File: src/rtl/vlc_pkg.sv
package vlc_pkg;
  typedef enum logic [1:0] {
    FMT_TWOS = 2'd0,
    FMT_OFF  = 2'd1,
    FMT_BIN  = 2'd2,
    FMT_BIN2 = 2'd3
  } fmt_e;
endpackage

File: src/rtl/vlc_sync.sv
module vlc_sync #(
  parameter int W = 1
) (
  input  logic         clk,
  input  logic         rst_n,
  input  logic [W-1:0] d,
  output logic [W-1:0] q
);
  logic [W-1:0] meta;
  always_ff @(posedge clk) begin
    if (!rst_n) begin
      meta <= '0;
      q    <= '0;
    end else begin
      meta <= d;
      q    <= meta;
    end
  end
endmodule

File: src/rtl/vlc_pump.sv
module vlc_pump #(
  parameter int CODE_W     = 8,
  parameter int CMD_W      = 14,
  parameter int Y_BLACK    = 64,
  parameter int C_BLACK    = 128,
  parameter int CLAMP_STEP = 54,
  parameter int SYNC_STEP  = 8,
  parameter int PEAK_STEP  = 540,
  parameter int PRE_LINES  = 4,
  parameter int PRE_SHIFT  = 3
) (
  input  logic                    clk,
  input  logic                    rst_n,
  input  logic                    fast_en,
  input  logic                    s_valid,
  input  logic [CODE_W-1:0]       y_code,
  input  logic                    y_under,
  input  logic                    y_over,
  input  logic [CODE_W-1:0]       c_code,
  input  logic                    c_under,
  input  logic                    c_over,
  input  logic                    g_sync,
  input  logic                    g_bp,
  input  logic                    pw_en_n,
  output logic signed [CMD_W-1:0] agc_cmd,
  output logic signed [CMD_W-1:0] yclp_cmd,
  output logic signed [CMD_W-1:0] cclp_cmd
);
  localparam int CNT_W = $clog2(PRE_LINES + 1);
  localparam logic signed [CMD_W-1:0] P_CLAMP = CMD_W'(CLAMP_STEP);
  localparam logic signed [CMD_W-1:0] P_SYNC  = CMD_W'(SYNC_STEP);
  localparam logic signed [CMD_W-1:0] P_PEAK  = CMD_W'(PEAK_STEP);

  logic [CNT_W-1:0] line_cnt;
  logic             bp_prev;
  logic             pre_on;

  always_ff @(posedge clk) begin
    if (!rst_n) begin
      line_cnt <= '0;
      bp_prev  <= 1'b0;
    end else begin
      bp_prev <= g_bp;
      if (bp_prev && !g_bp && line_cnt != CNT_W'(PRE_LINES))
        line_cnt <= line_cnt + 1'b1;
    end
  end

  assign pre_on = fast_en && (line_cnt < CNT_W'(PRE_LINES));

  logic signed [CMD_W-1:0] agc_b, ycl_b, ccl_b;

  always_comb begin
    // gain loop: limiter first, then sync-tip regulation
    if (y_over && !pw_en_n)   agc_b = P_PEAK;
    else if (g_sync)          agc_b = y_under ? P_SYNC : -P_SYNC;
    else                      agc_b = '0;

    if (!g_bp)                                        ycl_b = '0;
    else if (y_under || (!y_over && y_code < CODE_W'(Y_BLACK)))
                                                      ycl_b = P_CLAMP;
    else                                              ycl_b = -P_CLAMP;

    if (!g_bp)                                        ccl_b = '0;
    else if (c_under || (!c_over && c_code < CODE_W'(C_BLACK)))
                                                      ccl_b = P_CLAMP;
    else if (c_over || c_code > CODE_W'(C_BLACK))     ccl_b = -P_CLAMP;
    else                                              ccl_b = '0;
  end

  always_ff @(posedge clk) begin
    if (!rst_n || !s_valid) begin
      agc_cmd  <= '0;
      yclp_cmd <= '0;
      cclp_cmd <= '0;
    end else if (pre_on) begin
      agc_cmd  <= agc_b <<< PRE_SHIFT;
      yclp_cmd <= ycl_b <<< PRE_SHIFT;
      cclp_cmd <= ccl_b <<< PRE_SHIFT;
    end else begin
      agc_cmd  <= agc_b;
      yclp_cmd <= ycl_b;
      cclp_cmd <= ccl_b;
    end
  end
endmodule

File: src/rtl/vlc_integ.sv
module vlc_integ #(
  parameter int CMD_W = 14,
  parameter int LVL_W = 16
) (
  input  logic                    clk,
  input  logic                    rst_n,
  input  logic signed [CMD_W-1:0] cmd,
  output logic [LVL_W-1:0]        lvl
);
  localparam int SUM_W = LVL_W + 2;
  localparam logic signed [SUM_W-1:0] TOP = $signed({2'b00, {LVL_W{1'b1}}});

  logic signed [SUM_W-1:0] sum;
  assign sum = $signed({2'b00, lvl}) + SUM_W'(cmd);

  always_ff @(posedge clk) begin
    if (!rst_n)            lvl <= {1'b1, {(LVL_W-1){1'b0}}};
    else if (sum < 0)      lvl <= '0;
    else if (sum > TOP)    lvl <= '1;
    else                   lvl <= sum[LVL_W-1:0];
  end
endmodule

File: src/rtl/vlc_fmt.sv
module vlc_fmt #(
  parameter int CODE_W = 8
) (
  input  logic              clk,
  input  logic              rst_n,
  input  logic [CODE_W-1:0] code,
  input  logic              under,
  input  logic              over,
  input  logic [1:0]        fmt,
  output logic [CODE_W-1:0] dout,
  output logic              oe
);
  import vlc_pkg::*;
  logic [CODE_W-1:0] bin;
  fmt_e              sel;

  assign bin = under ? '0 : (over ? '1 : code);
  assign sel = fmt_e'(fmt);

  always_ff @(posedge clk) begin
    if (!rst_n) begin
      dout <= '0;
      oe   <= 1'b0;
    end else begin
      unique case (sel)
        FMT_TWOS: begin dout <= {~bin[CODE_W-1], bin[CODE_W-2:0]}; oe <= 1'b1; end
        FMT_OFF:  begin dout <= '0;  oe <= 1'b0; end
        default:  begin dout <= bin; oe <= 1'b1; end
      endcase
    end
  end
endmodule

File: src/rtl/vid_loop_ctrl.sv
module vid_loop_ctrl #(
  parameter int CODE_W     = 8,
  parameter int CMD_W      = 14,
  parameter int LVL_W      = 16,
  parameter int Y_BLACK    = 64,
  parameter int C_BLACK    = 128,
  parameter int CLAMP_STEP = 54,
  parameter int SYNC_STEP  = 8,
  parameter int PEAK_STEP  = 540,
  parameter int PRE_LINES  = 4,
  parameter int PRE_SHIFT  = 3
) (
  input  logic              clk,
  input  logic              rst_n,
  input  logic              in_valid,
  input  logic [CODE_W-1:0] y_code,
  input  logic              y_under,
  input  logic              y_over,
  input  logic [CODE_W-1:0] c_code,
  input  logic              c_under,
  input  logic              c_over,
  input  logic              gate_sync,
  input  logic              gate_bp,
  input  logic              pw_en_n,
  input  logic              fast_en,
  input  logic [1:0]        y_fmt,
  input  logic [1:0]        c_fmt,
  output logic              out_valid,
  output logic [CODE_W-1:0] y_out,
  output logic              y_oe,
  output logic [CODE_W-1:0] c_out,
  output logic              c_oe,
  output logic [CMD_W-1:0]  agc_cmd,
  output logic [CMD_W-1:0]  yclp_cmd,
  output logic [CMD_W-1:0]  cclp_cmd,
  output logic [LVL_W-1:0]  agc_lvl,
  output logic [LVL_W-1:0]  yclp_lvl,
  output logic [LVL_W-1:0]  cclp_lvl
);
  localparam int NLOOP = 3;
  localparam int NCH   = 2;

  // gate synchroniser, aligned with the two-stage data delay
  logic [2:0] g_s;
  logic       s2_sync, s2_bp, s2_pwn;
  vlc_sync #(.W(3)) u_sync (
    .clk(clk), .rst_n(rst_n),
    .d({gate_sync, gate_bp, pw_en_n}), .q(g_s)
  );
  assign s2_sync = g_s[2];
  assign s2_bp   = g_s[1];
  assign s2_pwn  = g_s[0];

  logic              s1_valid, s2_valid;
  logic [CODE_W-1:0] s1_y, s2_y, s1_c, s2_c;
  logic              s1_yu, s1_yo, s1_cu, s1_co;
  logic              s2_yu, s2_yo, s2_cu, s2_co;

  always_ff @(posedge clk) begin
    if (!rst_n) begin
      s1_valid <= 1'b0; s2_valid <= 1'b0;
      s1_y <= '0; s2_y <= '0; s1_c <= '0; s2_c <= '0;
      {s1_yu, s1_yo, s1_cu, s1_co} <= '0;
      {s2_yu, s2_yo, s2_cu, s2_co} <= '0;
    end else begin
      s1_valid <= in_valid;
      s1_y <= y_code; s1_c <= c_code;
      {s1_yu, s1_yo, s1_cu, s1_co} <= {y_under, y_over, c_under, c_over};
      s2_valid <= s1_valid;
      s2_y <= s1_y; s2_c <= s1_c;
      {s2_yu, s2_yo, s2_cu, s2_co} <= {s1_yu, s1_yo, s1_cu, s1_co};
    end
  end

  logic signed [CMD_W-1:0] cmd_arr [NLOOP];
  logic [LVL_W-1:0]        lvl_arr [NLOOP];

  vlc_pump #(
    .CODE_W(CODE_W), .CMD_W(CMD_W), .Y_BLACK(Y_BLACK), .C_BLACK(C_BLACK),
    .CLAMP_STEP(CLAMP_STEP), .SYNC_STEP(SYNC_STEP), .PEAK_STEP(PEAK_STEP),
    .PRE_LINES(PRE_LINES), .PRE_SHIFT(PRE_SHIFT)
  ) u_pump (
    .clk(clk), .rst_n(rst_n), .fast_en(fast_en), .s_valid(s2_valid),
    .y_code(s2_y), .y_under(s2_yu), .y_over(s2_yo),
    .c_code(s2_c), .c_under(s2_cu), .c_over(s2_co),
    .g_sync(s2_sync), .g_bp(s2_bp), .pw_en_n(s2_pwn),
    .agc_cmd(cmd_arr[0]), .yclp_cmd(cmd_arr[1]), .cclp_cmd(cmd_arr[2])
  );

  for (genvar i = 0; i < NLOOP; i++) begin : g_int
    vlc_integ #(.CMD_W(CMD_W), .LVL_W(LVL_W)) u_int (
      .clk(clk), .rst_n(rst_n), .cmd(cmd_arr[i]), .lvl(lvl_arr[i])
    );
  end

  assign agc_cmd  = cmd_arr[0];
  assign yclp_cmd = cmd_arr[1];
  assign cclp_cmd = cmd_arr[2];
  assign agc_lvl  = lvl_arr[0];
  assign yclp_lvl = lvl_arr[1];
  assign cclp_lvl = lvl_arr[2];

  // output formatting, one register stage
  logic [CODE_W-1:0] f_code [NCH];
  logic              f_un   [NCH];
  logic              f_ov   [NCH];
  logic [1:0]        f_sel  [NCH];
  logic [CODE_W-1:0] f_out  [NCH];
  logic              f_oe   [NCH];

  assign f_code[0] = y_code;  assign f_code[1] = c_code;
  assign f_un[0]   = y_under; assign f_un[1]   = c_under;
  assign f_ov[0]   = y_over;  assign f_ov[1]   = c_over;
  assign f_sel[0]  = y_fmt;   assign f_sel[1]  = c_fmt;

  for (genvar i = 0; i < NCH; i++) begin : g_fmt
    vlc_fmt #(.CODE_W(CODE_W)) u_fmt (
      .clk(clk), .rst_n(rst_n), .code(f_code[i]), .under(f_un[i]),
      .over(f_ov[i]), .fmt(f_sel[i]), .dout(f_out[i]), .oe(f_oe[i])
    );
  end

  assign y_out = f_out[0];
  assign y_oe  = f_oe[0];
  assign c_out = f_out[1];
  assign c_oe  = f_oe[1];

  always_ff @(posedge clk) begin
    if (!rst_n) out_valid <= 1'b0;
    else        out_valid <= in_valid;
  end
endmodule

File: config.mk
export PLATFORM = sky130hd
export DESIGN_NAME = vid_loop_ctrl
export DESIGN_NICKNAME = d
export VERILOG_FILES = /design/src/rtl/vlc_pkg.sv /design/src/rtl/vlc_sync.sv /design/src/rtl/vlc_pump.sv /design/src/rtl/vlc_integ.sv /design/src/rtl/vlc_fmt.sv /design/src/rtl/vid_loop_ctrl.sv
export SDC_FILE = /design/constraint.sdc
export NUM_CORES = 1
export LEC_CHECK = 0
export BUFFER_PORTS_ARGS = -buffer_cell sky130_fd_sc_hd__buf_2
export CORE_ASPECT_RATIO = 2
export CORE_MARGIN = 10
export CORE_UTILIZATION = 57
export CTS_BUF_LIST = sky130_fd_sc_hd__clkbuf_16
export DETAILED_ROUTE_END_ITERATION = 12
export HOLD_SLACK_MARGIN = 0.05
export PLACE_DENSITY_LB_ADDON = 0.05
export RECOVER_POWER = 50
export SETUP_SLACK_MARGIN = 0.5
export SLEW_MARGIN = 5
export SYNTH_ARGS = -nofsm -noshare
export SYNTH_HDL_FRONTEND = slang
export SYNTH_HIERARCHICAL = 1
export SYNTH_SLANG_ARGS = --single-unit
export TNS_END_PERCENT = 10
File: constraint.sdc
create_clock -name clk -period 3 [get_ports clk]
set_clock_uncertainty 0.05 [all_clocks]
set_input_delay 0.3 -clock clk [delete_from_list [all_inputs] [get_ports clk]]
set_output_delay 0.3 -clock clk [all_outputs]
set_load 0.02 [all_outputs]
# Yosys cells after proc, flatten, opt, wreduce, memory -nomap -nowiden
# Cells that the tools add are included.
[word_totals] register_bits=160 inputBits=31 output_inout_bits=109 wordCells=101
[op_classes] n_addsub=4 order_cmp=10 n_eq_ne=3 n_mux=25 n_bitwise=3 reduce_logical=22
[op_table] operator="14-bit 2-to-1 mux" n=11
[op_table] operator="16-bit 2-to-1 mux" n=6
[op_table] operator="17-bit by 14-bit adder with 18-bit output" n=3
[op_table] operator="18-bit by 17-bit greater-than comparator with 1-bit output, second input constant" n=3
[op_table] operator="18-bit by 1-bit less-than comparator with 1-bit output, second input constant" n=3
[op_table] operator="8-bit 2-to-1 mux" n=4
[op_table] operator="8-bit case mux with 2 select lines" n=2
[op_table] operator="8-bit greater-than comparator, second input constant" n=1
[op_table] operator="8-bit by 7-bit less-than comparator with 1-bit output, second input constant" n=1
[op_table] operator="8-bit less-than comparator, second input constant" n=1
[op_table] operator="2-bit OR reduction" n=4
[op_table] operator="1-bit logical AND" n=6
[op_table] operator="1-bit logical NOT" n=6
[op_table] operator="2-bit by 1-bit == test with 1-bit output, second input constant" n=2
[op_table] operator="2-bit logical NOT" n=2
[op_table] operator="1-bit logical OR" n=4
[op_table] operator="3-bit by 1-bit adder with 3-bit output, second input constant" n=1
[op_table] operator="3-bit less-than comparator, second input constant" n=1
[op_table] operator="3-bit != test, second input constant" n=1
[op_table] operator="1-bit NOT" n=3
[op_table] operator="1-bit 2-to-1 mux" n=2

# Logic depth before layout (Yosys ltp)
[depth] word_depth=6 ltp_mapped=12 mapped_depth_nobuf=10

# By module
# Netlist, hierarchy kept.
[modules_own_cells] mod="vlc_integ at g_int[1].u_int ..." n_inst=2 cells_per_inst=194 area_per_inst_um2=1625.3 seq_area_each_um2=320.3
[modules_own_cells] mod="vlc_integ at g_int[0].u_int" n_inst=1 cells_per_inst=186 area_per_inst_um2=1539.0 seq_area_each_um2=320.3
[modules_own_cells] mod="vid_loop_ctrl" n_inst=1 cells_per_inst=88 area_per_inst_um2=1176.1 seq_area_each_um2=840.8
[modules_own_cells] mod="vlc_pump" n_inst=1 cells_per_inst=113 area_per_inst_um2=1056.0 seq_area_each_um2=520.5
[modules_own_cells] mod="vlc_fmt" n_inst=2 cells_per_inst=32 area_per_inst_um2=370.4 seq_area_each_um2=180.2
[modules_own_cells] mod="vlc_sync" n_inst=1 cells_per_inst=12 area_per_inst_um2=157.7 seq_area_each_um2=120.1

# Worst setup path before layout
# Ideal clock, no wire load.
[synth_path] path_type="register to register" start="reg u_pump.yclp_cmd[12]" end="reg g_int[1].u_int.lvl[13]" setup_time_ns=0.137 arrival_time_ns=2.418 required_time_ns=2.813 setup_slack_ns=0.395 stages_incl_launch_ff=11 path_buffers=3 synth_period_minus_slack_ns=2.605 cell_sequence="dfxtp_1 -> buf_4 -> ha_1 -> clkbuf_1 -> a21o_1 -> a211oi_2 -> o41a_1 -> a41o_1 -> buf_6 -> xor2_2 -> a211oi_2"
[synth_via] elab_chain_cells=3 elab_cells_between_ends=5 classes_between="add/sub (1); order compare (2); mux (1); reduce/logical (1)"
[synth_lines] element="start: declaration" line="vlc_pump.sv:26" source="output logic signed [CMD_W-1:0] yclp_cmd,"
[synth_lines] element="start signal: assignment" line="vlc_pump.sv:78" source="yclp_cmd <= ycl_b <<< PRE_SHIFT;"
[synth_lines] element="start signal: assignment" line="vlc_pump.sv:82" source="yclp_cmd <= ycl_b;"
[synth_lines] element="17-bit by 14-bit adder with 18-bit output *" line="vlc_integ.sv:14" source="assign sum = $signed({2'b00, lvl}) + SUM_W'(cmd);"
[synth_lines] element="18-bit by 17-bit greater-than comparator with 1-bit output / 18-bit by 1-bit less-than comparator with 1-bit output (equally long branches)" line="vlc_integ.sv:19, vlc_integ.sv:18"
[synth_lines] element="16-bit 2-to-1 mux / 2-bit OR reduction (equally long branches)"
[synth_lines] element="end signal: assignment" line="vlc_integ.sv:17" source="if (!rst_n) lvl <= {1'b1, {(LVL_W-1){1'b0}}};"
[synth_lines] element="end signal: assignment" line="vlc_integ.sv:20" source="else lvl <= sum[LVL_W-1:0];"
[synth_lines] element="end: declaration" line="vlc_integ.sv:8" source="output logic [LVL_W-1:0] lvl"
# Every way passes the cells marked *; elsewhere a longest branch is shown, timed or not.
# A chain may end at the register's enable or synchronous reset.

# Worst setup path in the final report
[layout_path] start="reg g_int[2].u_int.lvl[2]" end="reg g_int[2].u_int.lvl[12]"
[layout_via] elab_chain_cells=3 elab_cells_between_ends=5 classes_between="add/sub (1); order compare (2); mux (1); reduce/logical (1)"
[layout_lines] element="start: declaration" line="vlc_integ.sv:8"
[layout_lines] element="start signal: assignment" line="vlc_integ.sv:17"
[layout_lines] element="start signal: assignment" line="vlc_integ.sv:20"
[layout_lines] element="17-bit by 14-bit adder with 18-bit output *" line="vlc_integ.sv:14"
[layout_lines] element="18-bit by 17-bit greater-than comparator with 1-bit output / 18-bit by 1-bit less-than comparator with 1-bit output (equally long branches)" line="vlc_integ.sv:19, vlc_integ.sv:18"
[layout_lines] element="16-bit 2-to-1 mux / 2-bit OR reduction (equally long branches)"
# Marked as above.

==> results.py <==
metrics = {
    "floorplan": {
        "die_area_sq_um": 18600,
        "ios": 140,
        "core-area_sq_um": 13100,
        "rows": 59,
        "start_util_pct": 58.1,
        "dieHeight_microns": 183,
        "die_w_microns": 102,
    },
    "flow_run": {
        "cap_violations": 1,
    },
    "worst_hold_path": {
        "hold_class": "primary input to flip-flop",
    },
    "placed_design": {
        "place_ws_ns": 0.292,
        "dp_hpwl_microns": 15600,
        "port_buffers": 135,
        "dp_cells": 1071,
        "place.gp.congestion": 0.942,
        "dpl-instance-area_sq_um": 8170,
    },
    "timing": {
        "max_clock_freq_mhz": 395,
        "drv_slew": 61,
        "setup_viol": 0,
        "fin_crit_ns": 2.53,
        "fin_setup_tns_ns": 0,
        "slew_headroom_pct": -23.2,
        "grt_setup_unrepaired": "yes",
        "finalCritPeriodShare_pct": 84.5,
        "worst_slew_pin_slew_ns": 1.85,
        "hold_slack_ns": 0.0656,
        "layout_setup_ws_ns": 0.466,
        "hold_violations": 0,
    },
    "worst_setup_path": {
        "critPathSlowestCell": "ha_1",
        "crit_chain": "ha_1 -> nand4_1 -> a211oi_2 -> nor3_2 -> o31ai_4 -> buf_4 -> xor2_4 -> nor3_1",
        "critical_path.max_fanout": 7,
        "worst-endpoint-required_ns": 3.22,
        "max_stage_delay_ns": 0.42,
        "path_class": "flip-flop to flip-flop",
        "crit_path_start_kind": "flip-flop",
        "cp-end-kind": "flip-flop",
        "crit_arrival_ns": 2.76,
    },
    "global_route": {
        "first_global_vias": 6916,
        "antenna_found_initial": 0,
        "grt_max_degree": 61,
        "grt_pass1_wl_microns": 32900,
        "grt_usage_pct": 21.8,
        "gr-total-overflow": 0,
    },
    "finish": {
        "mostFrequentLayoutCells": "121 x dfxtp_1, 86 x buf_2, 75 x a21oi_1",
        "design_area_sq_um": 8950,
        "diodes": 0,
        "final_util_pct": 68.5,
        "drive_gt1_share_pct": 25.2,
        "final_common_cell": "dfxtp_1",
        "stdcell_count": 1123,
        "area_growth_pct": 17.9,
        "final_nets": 1046,
    },
    "status": {
        "status": "finished, violations left",
        "violations": "max-capacitance violations, max-slew violations",
    },
    "route": {
        "drt_pass1_iterations": 6,
        "wirelength_microns": 20600,
        "wire_per_inst_microns": 18.4,
        "via_count": 6679,
        "via_per_inst": 5.95,
        "drc_errors": 0,
        "ant_nets": 0,
        "drtIter0Drc": 269,
    },
    "cts": {
        "clkSinkCount": 128,
        "cts_made_buffers": 17,
        "clockBufferDepth": 2,
        "clk_transition_reported_paths_ns": 0.06,
        "cts_max_level": 4,
        "clk-insertion-delay-late_ns": 0.41,
        "cts_tree": "done",
        "clockRootBuffer": "clkbuf_16",
    },
    "power_and_ir_drop": {
        "vdd_drop_max_uv": 460,
        "power_mw": 4.09,
        "power.density_nw_per_um2": 457,
        "p_leak_nw": 3.86,
    },
    "synth": {
        "syn_inst": 827,
        "yosysWarningCount": 6,
        "syn_area_per_cell_sq_um": 9.18,
        "syn_area_sq_um": 7590,
    },
}
## sequential cells by signal, summed over array words and instances, names as in the netlist, 3 cells and up
name and cells:
u_pump/agc_cmd 8, u_sync/meta 3, u_sync/q 3, u_pump/yclp_cmd 7
u_pump/cclp_cmd 7, g_fmt.u_fmt/dout 16, g_int.u_int/lvl 48, s2_c 8
u_pump/line_cnt 3, s1_c 8
## final timing paths
| kind | startpoint | to | slack (ns) | depth (start not counted) |
|---|---|---|---|---|
| max | g_int[2].u_int/lvl[2] | g_int[2].u_int/lvl[12] | 0.47 | 8 |
| max reg2reg | g_int[2].u_int/lvl[2] | g_int[2].u_int/lvl[12] | 0.47 | 8 |
| min | y_code[6] | s1_y[6] | 0.07 | 2 |
| min reg2reg | u_sync/meta[2] | u_sync/q[2] | 0.39 | 1 |
## layout make-up
class	instances	area, sq um
Inverter	32	120
Fill cell	1111	4120
Clock inverter	14	133
Tap cell	152	190
Clock buffer	17	425
Sequential cell	128	2580
Timing Repair Buffer	169	887
Multi-Input combinational cell	611	4620
## metal layers
metal,track usage [%],wire length [microns]
met1,20.2,7330
met2,42.0,11400
met3,5.27,1080
met4,10.9,852
met5,0,0
## power by group
part | switching (mW) | internal [mW] | total (mW)
combinational | 0.220 | 0.146 | 0.365
sequential | 0.0275 | 1.76 | 1.78
clock | 0.792 | 1.14 | 1.94
total | 1.04 | 3.05 | 4.09
## worst max-delay path, delay by kind of cell, from the launching register on
kind | cells | cell delay, ns
xor+xnor | 1 | 0.27
flops | 1 | 0.34
fa+ha+maj | 1 | 0.42
buf+inv | 1 | 0.21
simple gates | 3 | 0.45
compound gates | 2 | 0.65
## repair_timing
action | in CTS | in global routing
endpoints found under the hold margin | 4 | 0
pin swaps | 5 | 11
hold buffers | 4 | 0
setup endpoints to repair | 44 | 46
buffers inserted | 6 | 10
cloned | 1 | 0
gates resized for setup | 19 | 27
(Power assumes the default switching activity.)
